==> config.mk <==
export PLATFORM = sky130hd
export DESIGN_NAME = tdr_engine
export DESIGN_NICKNAME = d
export VERILOG_FILES = /design/src/rtl/tdr_pkg.sv /design/src/rtl/tdr_out_reg.sv /design/src/rtl/tdr_stall_watch.sv /design/src/rtl/tdr_engine.sv
export SDC_FILE = /design/constraint.sdc
export NUM_CORES = 1
export LEC_CHECK = 0
export ABC_CLOCK_PERIOD_IN_PS = 5500
export BUFFER_PORTS_ARGS = -buffer_cell sky130_fd_sc_hd__buf_2
export CAP_MARGIN = 20
export CORE_ASPECT_RATIO = 2
export CORE_MARGIN = 8
export CORE_UTILIZATION = 50
export DETAILED_ROUTE_END_ITERATION = 16
export GPL_ROUTABILITY_DRIVEN = 0
export PLACE_DENSITY = 0.76
export SLEW_MARGIN = 30
export SYNTH_ARGS = -nofsm -noshare
export SYNTH_HDL_FRONTEND = slang
export SYNTH_SLANG_ARGS = --single-unit
==> constraint.sdc <==
create_clock -name clk -period 5.5 [get_ports clk]
set_input_delay 1.1 -clock clk [delete_from_list [all_inputs] [get_ports clk]]
set_output_delay 1.1 -clock clk [all_outputs]
set_load 0.005 [all_outputs]
==> src/rtl/tdr_pkg.sv <==
package tdr_pkg;

    localparam int OWN_B  = 31;
    localparam int STP_B  = 25;
    localparam int ENP_B  = 24;
    localparam int BUFF_B = 22;
    localparam int UFLO_B = 21;
    localparam int BPE_B  = 20;
    localparam int LEN_W  = 13;

    typedef enum logic [3:0] {
        S_IDLE, S_POLL_RD, S_POLL_CHK, S_PTR_RD, S_PTR_WT, S_STREAM,
        S_END_BUF, S_NEXT_RD, S_NEXT_CHK, S_TRUNC, S_WB
    } st_e;

    typedef enum logic [1:0] { AF_DONE, AF_CHAIN, AF_UNDER } after_e;

    typedef struct packed {
        logic buff;
        logic uflo;
        logic bpe;
    } err_t;

    // Negative count to byte length; a zero field means an empty buffer.
    function automatic logic [LEN_W-1:0] buf_len(input logic [11:0] cnt);
        return (cnt == 12'd0) ? '0 : (13'd4096 - {1'b0, cnt});
    endfunction

    function automatic logic [31:0] wb_word(input logic [31:0] w, input err_t e);
        logic [31:0] r;
        r = w;
        r[OWN_B]  = 1'b0;
        r[BUFF_B] = w[BUFF_B] | e.buff;
        r[UFLO_B] = w[UFLO_B] | e.uflo;
        r[BPE_B]  = w[BPE_B]  | e.bpe;
        return r;
    endfunction

endpackage

==> src/rtl/tdr_out_reg.sv <==
module tdr_out_reg #(
    parameter int W = 8
) (
    input  logic         clk,
    input  logic         rst,
    input  logic         load,
    input  logic [W-1:0] ld_data,
    input  logic         ld_last,
    input  logic         tx_ready,
    output logic         tx_valid,
    output logic [W-1:0] tx_data,
    output logic         tx_last,
    output logic         slot_free
);

    assign slot_free = !tx_valid || tx_ready;

    always_ff @(posedge clk) begin
        if (rst) begin
            tx_valid <= 1'b0;
            tx_data  <= '0;
            tx_last  <= 1'b0;
        end else if (load) begin
            tx_valid <= 1'b1;
            tx_data  <= ld_data;
            tx_last  <= ld_last;
        end else if (tx_ready) begin
            tx_valid <= 1'b0;
        end
    end

    a_r12_hold_stable: assert property (@(posedge clk) disable iff (rst)
        (tx_valid && !tx_ready) |=> (tx_valid && $stable(tx_data) && $stable(tx_last)));

endmodule

==> src/rtl/tdr_stall_watch.sv <==
module tdr_stall_watch #(
    parameter int LIMIT = 4
) (
    input  logic clk,
    input  logic rst,
    input  logic req,
    input  logic avail,
    output logic dry
);

    localparam int CW = $clog2(LIMIT + 1);

    logic [CW-1:0] cnt;

    assign dry = req && !avail && (cnt == CW'(LIMIT - 1));

    always_ff @(posedge clk) begin
        if (rst)
            cnt <= '0;
        else if (req && !avail && !dry)
            cnt <= cnt + 1'b1;
        else
            cnt <= '0;
    end

    a_r7_count_below_limit: assert property (@(posedge clk) disable iff (rst)
        (req && !avail && !dry) |=> (cnt != '0));

endmodule

==> src/rtl/tdr_engine.sv <==
module tdr_engine
    import tdr_pkg::*;
#(
    parameter int ADDR_W      = 16,
    parameter int IDX_W       = 8,
    parameter int STALL_LIMIT = 4
) (
    input  logic              clk,
    input  logic              rst,
    input  logic              start,
    input  logic [ADDR_W-1:0] ring_base,
    input  logic [IDX_W-1:0]  ring_len,
    input  logic              uflo_recover,
    input  logic              par_en,
    output logic              dm_rd,
    output logic              dm_we,
    output logic [ADDR_W-1:0] dm_addr,
    output logic [31:0]       dm_wdata,
    input  logic [31:0]       dm_rdata,
    output logic              fetch_req,
    output logic [ADDR_W-1:0] fetch_addr,
    input  logic [7:0]        fetch_data,
    input  logic              fetch_avail,
    input  logic              fetch_perr,
    output logic              tx_valid,
    output logic [7:0]        tx_data,
    output logic              tx_last,
    input  logic              tx_ready,
    output logic              tx_on
);

    st_e               state;
    after_e            after;
    err_t              err;
    logic [IDX_W-1:0]  idx, nidx;
    logic [IDX_W:0]    inc;
    logic [31:0]       cur_w0, nxt_w0;
    logic [ADDR_W-1:0] ptr, cur_wa, nxt_wa;
    logic [LEN_W-1:0]  rem, new_len;
    logic              slot_free, dry, ld, ld_last, accept;
    logic [7:0]        ld_data;

    // Ring index arithmetic
    assign inc     = {1'b0, idx} + 1'b1;
    assign nidx    = (inc >= {1'b0, ring_len}) ? '0 : inc[IDX_W-1:0];
    assign cur_wa  = ring_base + ADDR_W'({idx, 1'b0});
    assign nxt_wa  = ring_base + ADDR_W'({nidx, 1'b0});
    assign new_len = buf_len(cur_w0[11:0]);
    assign fetch_addr = ptr;
    assign accept  = fetch_req && fetch_avail;

    tdr_out_reg #(.W(8)) u_out (
        .clk(clk), .rst(rst), .load(ld), .ld_data(ld_data), .ld_last(ld_last),
        .tx_ready(tx_ready), .tx_valid(tx_valid), .tx_data(tx_data),
        .tx_last(tx_last), .slot_free(slot_free)
    );

    tdr_stall_watch #(.LIMIT(STALL_LIMIT)) u_watch (
        .clk(clk), .rst(rst), .req(fetch_req), .avail(fetch_avail), .dry(dry)
    );

    always_comb begin
        dm_rd     = 1'b0;
        dm_we     = 1'b0;
        dm_addr   = cur_wa;
        dm_wdata  = wb_word(cur_w0, err);
        fetch_req = 1'b0;
        ld        = 1'b0;
        ld_data   = fetch_data;
        ld_last   = 1'b0;
        case (state)
            S_POLL_RD: dm_rd = 1'b1;
            S_PTR_RD: begin
                dm_rd   = 1'b1;
                dm_addr = cur_wa + 1'b1;
            end
            S_NEXT_RD: begin
                dm_rd   = 1'b1;
                dm_addr = nxt_wa;
            end
            S_WB: dm_we = 1'b1;
            S_STREAM: begin
                if (slot_free) begin
                    fetch_req = 1'b1;
                    if (fetch_avail) begin
                        ld      = 1'b1;
                        ld_last = cur_w0[ENP_B] && (rem == LEN_W'(1));
                    end else if (dry) begin
                        ld      = 1'b1;
                        ld_data = 8'h00;
                        ld_last = 1'b1;
                    end
                end
            end
            S_TRUNC: begin
                if (slot_free) begin
                    ld      = 1'b1;
                    ld_data = 8'h00;
                    ld_last = 1'b1;
                end
            end
            default: ;
        endcase
    end

    always_ff @(posedge clk) begin
        if (rst) begin
            state  <= S_IDLE;
            after  <= AF_DONE;
            err    <= '0;
            idx    <= '0;
            cur_w0 <= '0;
            nxt_w0 <= '0;
            ptr    <= '0;
            rem    <= '0;
            tx_on  <= 1'b0;
        end else begin
            case (state)
                S_IDLE: begin
                    if (start) begin
                        tx_on <= 1'b1;
                        state <= S_POLL_RD;
                    end
                end
                S_POLL_RD: state <= S_POLL_CHK;
                S_POLL_CHK: begin
                    if (dm_rdata[OWN_B] && dm_rdata[STP_B]) begin
                        cur_w0 <= dm_rdata;
                        err    <= '0;
                        state  <= S_PTR_RD;
                    end else begin
                        if (dm_rdata[OWN_B])
                            idx <= nidx;
                        state <= S_POLL_RD;
                    end
                end
                S_PTR_RD: state <= S_PTR_WT;
                S_PTR_WT: begin
                    ptr   <= dm_rdata[ADDR_W-1:0];
                    rem   <= new_len;
                    state <= (new_len == '0) ? S_END_BUF : S_STREAM;
                end
                S_STREAM: begin
                    if (accept) begin
                        ptr     <= ptr + 1'b1;
                        rem     <= rem - 1'b1;
                        err.bpe <= err.bpe | (fetch_perr & par_en);
                        if (rem == LEN_W'(1))
                            state <= S_END_BUF;
                    end else if (ld) begin
                        err.uflo <= 1'b1;
                        after    <= AF_UNDER;
                        state    <= S_WB;
                    end
                end
                S_END_BUF: begin
                    if (cur_w0[ENP_B]) begin
                        after <= AF_DONE;
                        state <= S_WB;
                    end else begin
                        state <= S_NEXT_RD;
                    end
                end
                S_NEXT_RD: state <= S_NEXT_CHK;
                S_NEXT_CHK: begin
                    if (dm_rdata[OWN_B]) begin
                        nxt_w0 <= dm_rdata;
                        after  <= AF_CHAIN;
                        state  <= S_WB;
                    end else begin
                        err.buff <= 1'b1;
                        err.uflo <= 1'b1;
                        after    <= AF_UNDER;
                        state    <= S_TRUNC;
                    end
                end
                S_TRUNC: if (slot_free) state <= S_WB;
                S_WB: begin
                    idx <= nidx;
                    err <= '0;
                    case (after)
                        AF_CHAIN: begin
                            cur_w0 <= nxt_w0;
                            state  <= S_PTR_RD;
                        end
                        AF_UNDER: begin
                            if (uflo_recover) begin
                                state <= S_POLL_RD;
                            end else begin
                                tx_on <= 1'b0;
                                state <= S_IDLE;
                            end
                        end
                        default: state <= S_POLL_RD;
                    endcase
                end
                default: state <= S_IDLE;
            endcase
        end
    end

    a_r6_own_released: assert property (@(posedge clk) disable iff (rst)
        dm_we |-> !dm_wdata[OWN_B]);

    a_r8_buff_with_uflo: assert property (@(posedge clk) disable iff (rst)
        (dm_we && dm_wdata[BUFF_B]) |-> dm_wdata[UFLO_B]);

    a_r9_quiet_when_off: assert property (@(posedge clk) disable iff (rst)
        !tx_on |-> !(dm_rd || dm_we || fetch_req));

    a_r5_wrap_step: assert property (@(posedge clk) disable iff (rst)
        (state == S_WB) |=> (idx == '0 || idx == $past(idx) + 1'b1));

    a_r7_trunc_marked: assert property (@(posedge clk) disable iff (rst)
        (state == S_STREAM && dry && slot_free) |=> (tx_valid && tx_last && tx_data == 8'h00));

    a_r2_frame_start: assert property (@(posedge clk) disable iff (rst)
        (state == S_PTR_RD && $past(state) == S_POLL_CHK) |-> (cur_w0[OWN_B] && cur_w0[STP_B]));

endmodule

==> results of run 1 <==
-- worst max-delay path by stage --
stage | cells after the start | start | to | slack (ps)
after floorplan | 17 | ring_len[0] | dm_addr[13] | 470
after global placement | 20 | ring_len[0] | dm_addr[11] | 50
after detailed placement | 18 | ring_len[0] | dm_addr[14] | 20
after CTS | 21 | idx[1] | dm_addr[15] | 9
after global routing | 24 | idx[4] | dm_addr[15] | -260
final | 23 | idx[4] | dm_addr[11] | -70
-- cells by family (layout without fill, tap and decap cells) --
family,after synthesis,in the layout,share of synthesized area (%)
multiplexers,32,32,3.99
XOR/XNOR,37,37,4.13
AND/OR/NAND/NOR,393,393,22.8
AO/OA/AOI/OAI,315,315,24.7
buffers and inverters,123,255,7.92
flip-flops,122,122,30.4
adder cells (fa/ha/maj),37,37,5.96
other,1,2,0.0467
-- through the flow --
step / TNS, ps / power [uW] / area [um^2]
after floorplan: 0 / 1110 / 8020
after detailed placement: 0 / 1200 / 8740
after global placement: 0 / 1190 / 8740
after CTS: 0 / 2350 / 9420
after global routing: -1290 / 2420 / 9700
final: -148 / 2340 / 9700
-- power by group through the flow --
stage	registers, uW	logic, uW	clock network [uW]
detailed placement	933	264	0
global route	917	306	1200
CTS	915	268	1160
floorplan	923	182	0
global placement	933	261	0
finish	915	280	1140
-- critical path: stages, from the launching register on --
cell	delay, ps
dfxtp_2	350
and3_4	210
and3_4	220
nand3_4	80
xor2_2	160
inv_1	70
ha_2	170
a41oi_2	180
nor3b_2	190
o211a_1	250
nor2_4	80
nor2_1	110
ha_2	200
inv_2	40
fa_2	360
nor2b_4	140
o2111ai_2	120
nand4_1	110
o211ai_1	210
a21o_1	280
o31ai_2	180
nor2_1	60
a21oi_1	130
buf_2	140
-- state kept, by name (all words and copies together) (netlist names) --
| name | cells |
|---|---|
| idx | 8 |
| nxt_w0 | 31 |
| after | 2 |
| u_watch.cnt | 3 |
| state | 4 |
| cur_w0 | 31 |
| u_out.tx_valid | 1 |
| err | 3 |
| rem | 13 |
| u_out.tx_data | 8 |
| u_out.tx_last | 1 |
| tx_on | 1 |
| fetch_addr | 16 |
-- Yosys cell counts (6+ instances only) --
cell,number
ha_1,35
nor4_1,10
or3_1,6
and2_1,6
buf_4,29
a21o_1,9
nor2b_1,9
nand3_1,38
a31oi_1,6
nand2_1,124
nor2_1,127
nor3b_1,6
clkbuf_1,46
and3_1,12
a22oi_1,14
mux2i_1,32
inv_1,34
a21oi_1,104
a211oi_1,54
dfxtp_1,122
xor2_1,20
nand4_1,6
nor3_1,17
xnor2_1,16
o21ai_0,60
o22ai_1,14
-- routing by layer --
| metal | up-vias | wire length, um | track usage, % |
|---|---|---|---|
| met1 | 3919 | 8560 | 19.7 |
| met4 | 0 | 1530 | 14.8 |
| met3 | 96 | 1140 | 4.22 |
| met5 | - | 0 | 0 |
| met2 | 304 | 14200 | 46.1 |
| li1 | 4018 | - | - |
-- cell type report --
cell class	count	area [um^2]	area share (%)
clock inverters	7	114	1.17
inverters	35	131	1.35
flip-flops and latches	122	2450	25.3
clock buffers	24	492	5.07
multi-input cells	815	5200	53.7
well taps	201	251	2.59
repair buffers	189	1050	10.8
diodes	1	2.50	0.0258
-- what timing repair did --
item / CTS / global route
setup buffers: 3 / 10
gates resized for setup: 14 / 44
pin swaps: 3 / 19
setup endpoints to repair: 8 / 9
endpoints found under the hold margin: 0 / 0
hold buffers: 0 / 0
==> metrics.csv, run 1 <==
metric;value;unit
max-vdd-ir-drop;0.276;mV
drive_gt1_share;23.8;%
status;complete, but fails checks;
synthDistinctLibCells;78;
leakage;0.00396;uW
clk_latency;410;ps
cts_tree;yes;
yosysSeqAreaShare;30.4;%
grt_max_degree;68;
min_period_over_period;101;%
p_per_area;241;mW/mm^2
synth_top_area_share;30.4;%
syn-cell-area;0.00802;mm^2
clkSinkCount;122;
rows;65;
p_int;1770;uW
timing.fmax;0.180;GHz
drv_cap;0;
final_common_cell;buf_2;
yosysTopAreaCell;dfxtp_1;
dieArea;0.0206;mm^2
track_usage;23.0;%
ant_nets;0;
nFillCells;1445;
ys.warnings.count;0;
clkPwrFrac;48.9;%
final_cell_mix;buf_2 (147), nand2_1 (123), nor2_1 (119), dfxtp_1 (118), a21oi_1 (104);
ys_ff_latch;122;
crit_type;reg -> out;
r2r_slack;2600;ps
grt_pass1_wl;38800;um
initial_core_util;50.9;%
ios;150;
avgSynthCellArea;7.57;um^2
cp_max_fo;4;
fin_cells;1394;
grt_antenna_before_repair;1;
whs_path_depth;1;
rsz0062_at_grt;true;
p_switching;569;uW
core_area;0.0158;mm^2
finalSetupViolCount;4;
die_w;106;um
arrival;4470;ps
sw_frac_of_total;24.3;%
fin_skew;11.5;ps
drtIter0Drc;495;
fin_ws;-65.7;ps
grt_remaining_overflow;0;
crit_required;4400;ps
combPwrFrac;12.0;%
cts_buffer_depth;2;
routedWlPerCell;18.2;um
p_seq_share;39.1;%
place_inst;1349;
nNetsFinal;1289;
hold_violations;0;
synthTopCellsByArea;dfxtp_1 (30%), a21oi_1 (6.5%), nor2_1 (5.9%);
crit_path_end_kind;output port;
violations;setup timing;
tightest_slew;913;ps
syn_inst;1060;
cts_root_buf;clkbuf_16;
whs;418;ps
io_buffers;148;
h-tree-depth;4;
first_pass_iters;5;
cts.clk_slew.worst_paths;60;ps
timing.rr.start;state[1];
dr_total_vias;8337;
hp-start;u_watch.cnt[0];
vias_per_cell;5.98;
relSlewSlack;38.6;%
hpwl;18500;um
drc_errors;0;
min_to;u_watch.cnt[0];
area_growth;20.8;%
ys.flop_type;dfxtp_1;
synth-edff-count;0;
cts_buffers;17;
grt_pass1_vias;8058;
hold_path_class;reg -> reg;
place_ws;16.2;ps
routed_wl;25400;um
synth_nets;1169;
drv_slew;0;
start_kind;flop;
async_reset_ff_share;0;%
die_h;195;um
fin_util;61.5;%
fin_crit;5570;ps
r2r.worst_path.cells;8;
rr_endpoint;rem[3];
No activity file was read; power rests on OpenSTA's default activity.
==> inputs of run 2 (changes only) <==
--- a/config.mk
+++ b/config.mk
@@ -9,11 +9,10 @@
 export BUFFER_PORTS_ARGS = -buffer_cell sky130_fd_sc_hd__buf_2
 export CAP_MARGIN = 20
 export CORE_ASPECT_RATIO = 2
-export CORE_MARGIN = 8
-export CORE_UTILIZATION = 50
+export CORE_UTILIZATION = 36
 export DETAILED_ROUTE_END_ITERATION = 16
 export GPL_ROUTABILITY_DRIVEN = 0
-export PLACE_DENSITY = 0.76
+export PLACE_DENSITY = 0.59
 export SLEW_MARGIN = 30
 export SYNTH_ARGS = -nofsm -noshare
 export SYNTH_HDL_FRONTEND = slang
==> run 2 against run 1 <==
  * The run now ends clean
  * Core utilization fell by 15 points
  * Sequential share of layout area fell by 0.77 points
  * Global-route usage fell by 0.38 points
  * Sequential power barely moved
  * Clock power barely moved
  * Routed wire length rose by 1.7%
  * Via count fell by 1.5%
  * Non-clock buffer count rose by 28
  * Power fell by 0.74%
  * First-iteration DRC count fell by 37%
  * Critical path depth rose by 1
  * Largest cell class unchanged
  * Largest power group unchanged
  * Highest routed layer unchanged
==> metrics.csv, run 2 (synthesis gave the netlist of run 1 again) <==
metric;value;unit;change
area_growth;24.6;%;
grt_antenna_before_repair;1;;unchanged
clk_latency;420;ps;about the same
routed.top_layer;met4;;
rsz0062_at_grt;true;;
cts_buffer_depth;2;;unchanged
grt_remaining_overflow;0;;unchanged
h-tree-depth;4;;unchanged
finalSetupViolCount;0;;-4
crit_type;reg -> out;;
grt_max_degree;79;;+16%
clkSinkCount;122;;unchanged
dieArea;0.0229;mm^2;+11%
place_inst;1444;;+7.0%
cts_root_buf;clkbuf_16;;
final_common_cell;buf_2;;
p_per_area;232;mW/mm^2;-3.7%
vias_per_cell;5.49;;-8.2%
cp_max_fo;4;;unchanged
hold_violations;0;;unchanged
hpwl;19400;um;+5.2%
fin_util;46.1;%;-15 points
max-vdd-ir-drop;0.292;mV;+5.8%
drv_slew;0;;unchanged
grt_pass1_wl;40100;um;+3.2%
status;finished clean;;
first_pass_iters;7;;+2
min_period_over_period;99.1;%;-2.1 points
fin_skew;6.30;ps;-5.19 ps
cts_buffers;17;;unchanged
fin_crit;5450;ps;-118 ps
grt_pass1_vias;7839;;-2.7%
track_usage;22.7;%;-0.38 points
cts.clk_slew.worst_paths;60;ps;about the same
routedWlPerCell;17.3;um;-5.2%
placed_area;0.00900;mm^2;+3.0%
drv_cap;0;;unchanged
ant_nets;0;;unchanged
initial_core_util;37.0;%;-14 points
core_area;0.0217;mm^2;+37%
drive_gt1_share;26.1;%;+2.3 points
nNetsFinal;1317;;+2.2%
drc_errors;0;;unchanged
io_buffers;148;;unchanged
die_h;213;um;+9.2%
final_cell_mix;buf_2 (147), nand2_1 (124), nor2_1 (119), dfxtp_1 (117), a21oi_1 (102);;
dr_total_vias;8211;;-1.5%
die_w;108;um;+1.9%
place_ws;-94.7;ps;-111 ps
dr_wl_met3;860;um;-25%
finalPower;2320;uW;-0.74%
crit_path_end_kind;output port;;
start_kind;flop;;
fin_ws;52.1;ps;+118 ps
final_area;0.0100;mm^2;+3.1%
cts_tree;yes;;
wl_met2;14800;um;+4.7%
drt-met1-wl;8890;um;+3.8%
leakage;0.00405;uW;+2.4%
hold_buffers;0;;unchanged
tightest_slew;827;ps;-86.3 ps
routed_wl;25800;um;+1.7%
ios;150;;unchanged
drtIter0Drc;312;;-37%
rows;76;;+17%
fin_cells;1495;;+7.2%
arrival;4350;ps;-120 ps
hold_path_class;reg -> reg;;
crit_required;4400;ps;about the same
relSlewSlack;44.9;%;+6.3 points
timing.fmax;0.184;GHz;+2.2%
-- run 2: cell types whose count changed in the layout (fill, tap and decap cells not counted), sizes merged --
cell      before  now
buf          189  217
clkbuf        24   18
inv           34   40
clkinvlp       0    4
clkinv         5    3
bufinv         3    2
-- run 2: area by class of cell --
class                   instances  area (um^2)
diodes                          1         2.50
clock buffers                  18          429
clock inverters                14          160
fillers                      2244        11700
inverters                      35          131
multi-input cells             815         5210
flip-flops and latches        122         2450
well taps                     273          342
repair buffers                217         1280
-- run 2: critical path, stage by stage, from the launching register on --
cell	delay (ps)
dfxtp_2	330
and3_4	180
and3_4	200
nand3_4	70
xor2_2	150
inv_1	60
ha_2	170
a41oi_2	170
nor3b_2	180
o211a_1	230
buf_6	120
nor2_4	40
nor2_2	80
ha_2	180
inv_2	40
fa_2	350
nor2b_2	150
o2111ai_2	150
nand4_1	120
o211ai_1	180
a21o_1	230
o31ai_1	250
nor2_1	60
a21oi_1	120
buf_2	130
-- run 2: per-layer routing --
metal | global-route usage [%] | vias to the layer above
met5 | 0 | -
met4 | 14.3 | 0
met2 | 45.2 | 196
li1 | - | 4087
met1 | 20.4 | 3856
met3 | 3.57 | 72
-- run 2: what timing repair did --
item / CTS / global route
setup buffers: 11 / 7
endpoints found under the setup margin: 8 / 9
pin swaps: 17 / 20
gates resized for setup: 34 / 26
-- run 2: power by group --
group          total [uW]  switching [uW]  internal (uW)
Sequential            912            16.7            895
Combinational         287             165            122
Clock                1120             447            676
Total                2320             629           1690
-- run 2: metrics by stage --
step | hold slack (ps) | TNS [ps]
after floorplan | 396 | 0
after global placement | 405 | -87.6
after detailed placement | 412 | -215
after CTS | 426 | -0.655
after global routing | 443 | -1080
final | 423 | 0
-- run 2: final timing paths --
check	from	end	slack, ps	depth (start not counted)
worst max-delay path	idx[2]	dm_addr[11]	50	24
worst min-delay path	u_watch.cnt[0]	u_watch.cnt[0]	420	1
worst max register to register	state[0]	rem[8]	2580	9
worst min register to register	u_watch.cnt[0]	u_watch.cnt[0]	420	1
==> inputs of run 3 (changes only) <==
--- a/config.mk
+++ b/config.mk
@@ -9,10 +9,10 @@
 export BUFFER_PORTS_ARGS = -buffer_cell sky130_fd_sc_hd__buf_2
 export CAP_MARGIN = 20
 export CORE_ASPECT_RATIO = 2
-export CORE_UTILIZATION = 36
+export CORE_UTILIZATION = 57
 export DETAILED_ROUTE_END_ITERATION = 16
 export GPL_ROUTABILITY_DRIVEN = 0
-export PLACE_DENSITY = 0.59
+export PLACE_DENSITY = 0.85
 export SLEW_MARGIN = 30
 export SYNTH_ARGS = -nofsm -noshare
 export SYNTH_HDL_FRONTEND = slang
==> run 3 against run 2 <==
  * Sequential power barely moved
  * Clock-buffer cell count shrank 1
  * Routed wire length down 8.1%
  * Largest cell class unchanged
  * Highest routed layer unchanged
==> metrics.csv, run 3 (synthesis gave the netlist of run 1 again) <==
metric;value;unit;change
vias_per_cell;6.10;;+11%
drtIter0Drc;642;;+110%
cts_tree;yes;;
die_h;170;um;-20%
cts.clk_slew.worst_paths;60;ps;about the same
routed.top_layer;met4;;
die_w;85.9;um;-20%
grt_remaining_overflow;0;;unchanged
hpwl;16800;um;-14%
r2r.worst_path.cells;14;;+5
hold_path_class;reg -> reg;;
drv_cap;0;;unchanged
io_buffers;148;;unchanged
timing.rr.start;idx[0];;
timing.fmax;0.184;GHz;about the same
status;finished clean;;
leakage;0.00393;uW;-3.0%
ant_nets;0;;unchanged
whs;413;ps;-10.5 ps
drv_slew;0;;unchanged
max-vdd-ir-drop;0.221;mV;-24%
first_pass_iters;5;;-2
grt_pass1_vias;8203;;+4.6%
final_cell_mix;buf_2 (147), nand2_1 (123), nor2_1 (121), dfxtp_1 (119), a21oi_1 (102);;
clkSinkCount;122;;unchanged
fin_skew;9.36;ps;+3.07 ps
cts_buffers;17;;unchanged
routedWlPerCell;17.1;um;-1.1%
tightest_slew;977;ps;+151 ps
dieArea;0.0146;mm^2;-36%
finalSetupViolCount;0;;unchanged
min_to;u_watch.cnt[0];;
fin_crit;5450;ps;-0.145 ps
cp_max_fo;3;;-1
area_growth;20.0;%;
arrival;4350;ps;about the same
dr_wl_met3;1280;um;+49%
dr_total_vias;8468;;+3.1%
crit_type;reg -> out;;
start_kind;flop;;
drt-met1-wl;8130;um;-8.6%
cts_buffer_depth;2;;unchanged
crit_path_end_kind;output port;;
p_per_area;238;mW/mm^2;+2.4%
final_area;0.00963;mm^2;-3.7%
r2r_slack;2530;ps;-50 ps
fin_ws;52.3;ps;+0.145 ps
crit_required;4400;ps;about the same
drc_errors;0;;unchanged
ios;150;;unchanged
rr_endpoint;idx[6];;
rsz0062_at_grt;true;;
min_period_over_period;99.0;%;about the same
hp-start;u_watch.cnt[0];;
place_ws;-3.42;ps;+91.3 ps
whs_path_depth;1;;unchanged
grt_antenna_before_repair;1;;unchanged
hold_violations;0;;unchanged
track_usage;33.1;%;+10 points
drive_gt1_share;24.3;%;-1.8 points
cts_root_buf;clkbuf_16;;
clk_latency;420;ps;about the same
initial_core_util;58.1;%;+21 points
final_common_cell;buf_2;;
rows;61;;-20%
nNetsFinal;1294;;-1.7%
grt_pass1_wl;38400;um;-4.2%
fin_tns_setup;0;ps;unchanged
wl_met2;12800;um;-14%
h-tree-depth;4;;unchanged
routed_wl;23700;um;-8.1%
core_area;0.0138;mm^2;-36%
placed_area;0.00878;mm^2;-2.5%
relSlewSlack;34.2;%;-11 points
grt_max_degree;78;;-1.3%
fin_util;69.7;%;+24 points
[run 3: changes by cell type in the layout (fill, tap and decap cells not counted), sizes merged]
cell	change
clkinvlp	-2
clkinv	+1
inv	+3
buf	-23
clkbuf	-1
bufinv	-1
[run 3: worst max path at each step]
stage	start	endpoint	cells past startpoint
3_5_place_dp	ring_len[0]	dm_addr[15]	20
3_3_place_gp	ring_len[0]	dm_addr[14]	19
2_1_floorplan	ring_len[0]	dm_addr[13]	17
5_1_grt	idx[3]	dm_addr[14]	23
4_1_cts	idx[3]	dm_addr[15]	24
6_report	idx[4]	dm_addr[11]	23
[run 3: cell type report]
| class | instances | area (um^2) |
|---|---|---|
| fillers | 1130 | 4190 |
| inverters | 35 | 131 |
| clock inverters | 15 | 154 |
| multi-input cells | 815 | 5140 |
| repair buffers | 194 | 1090 |
| diodes | 1 | 2.50 |
| well taps | 189 | 236 |
| flip-flops and latches | 122 | 2450 |
| clock buffers | 17 | 425 |
[run 3: where the power goes]
group	internal [uW]	total, uW	switching [uW]
clock	639	1100	457
sequential	894	911	16.7
combinational	117	282	165
[run 3: metal layers]
layer / track usage (%) / vias up
li1: - / 4031
met1: 31.5 / 3925
met2: 61.7 / 387
met3: 6.32 / 125
met4: 23.5 / 0
met5: 0 / -
[run 3: per-stage QoR]
| stage | total power [uW] | instances |
|---|---|---|
| 4_1_cts | 2290 | 1385 |
| 2_1_floorplan | 1110 | 1060 |
| 3_5_place_dp | 1200 | 1344 |
| 3_3_place_gp | 1190 | 1344 |
| 6_report | 2290 | 1388 |
| 5_1_grt | 2370 | 1388 |
[run 3: repair_timing]
item	CTS	global route
setup buffers	9	3
pin swaps	16	17
hold buffers	0	0
endpoints found under the setup margin	7	9
hold endpoints to repair	0	0
resized for setup	26	23
[run 3: worst max-delay path, stage by stage (launching register included)]
cell and delay, ps:
dfxtp_4 350, and3_4 170, and3_4 210, nand3_4 70
xor2_2 170, inv_1 60, ha_2 190, a41oi_2 170
nor3b_2 210, o211a_1 240, nor2_4 60, nor2_1 120
ha_2 200, inv_2 40, fa_2 360, nor2b_4 130
o2111ai_2 130, nand4_1 120, o211ai_1 200, a21o_1 240
o31ai_2 190, nor2_1 60, a21oi_1 110, buf_2 120
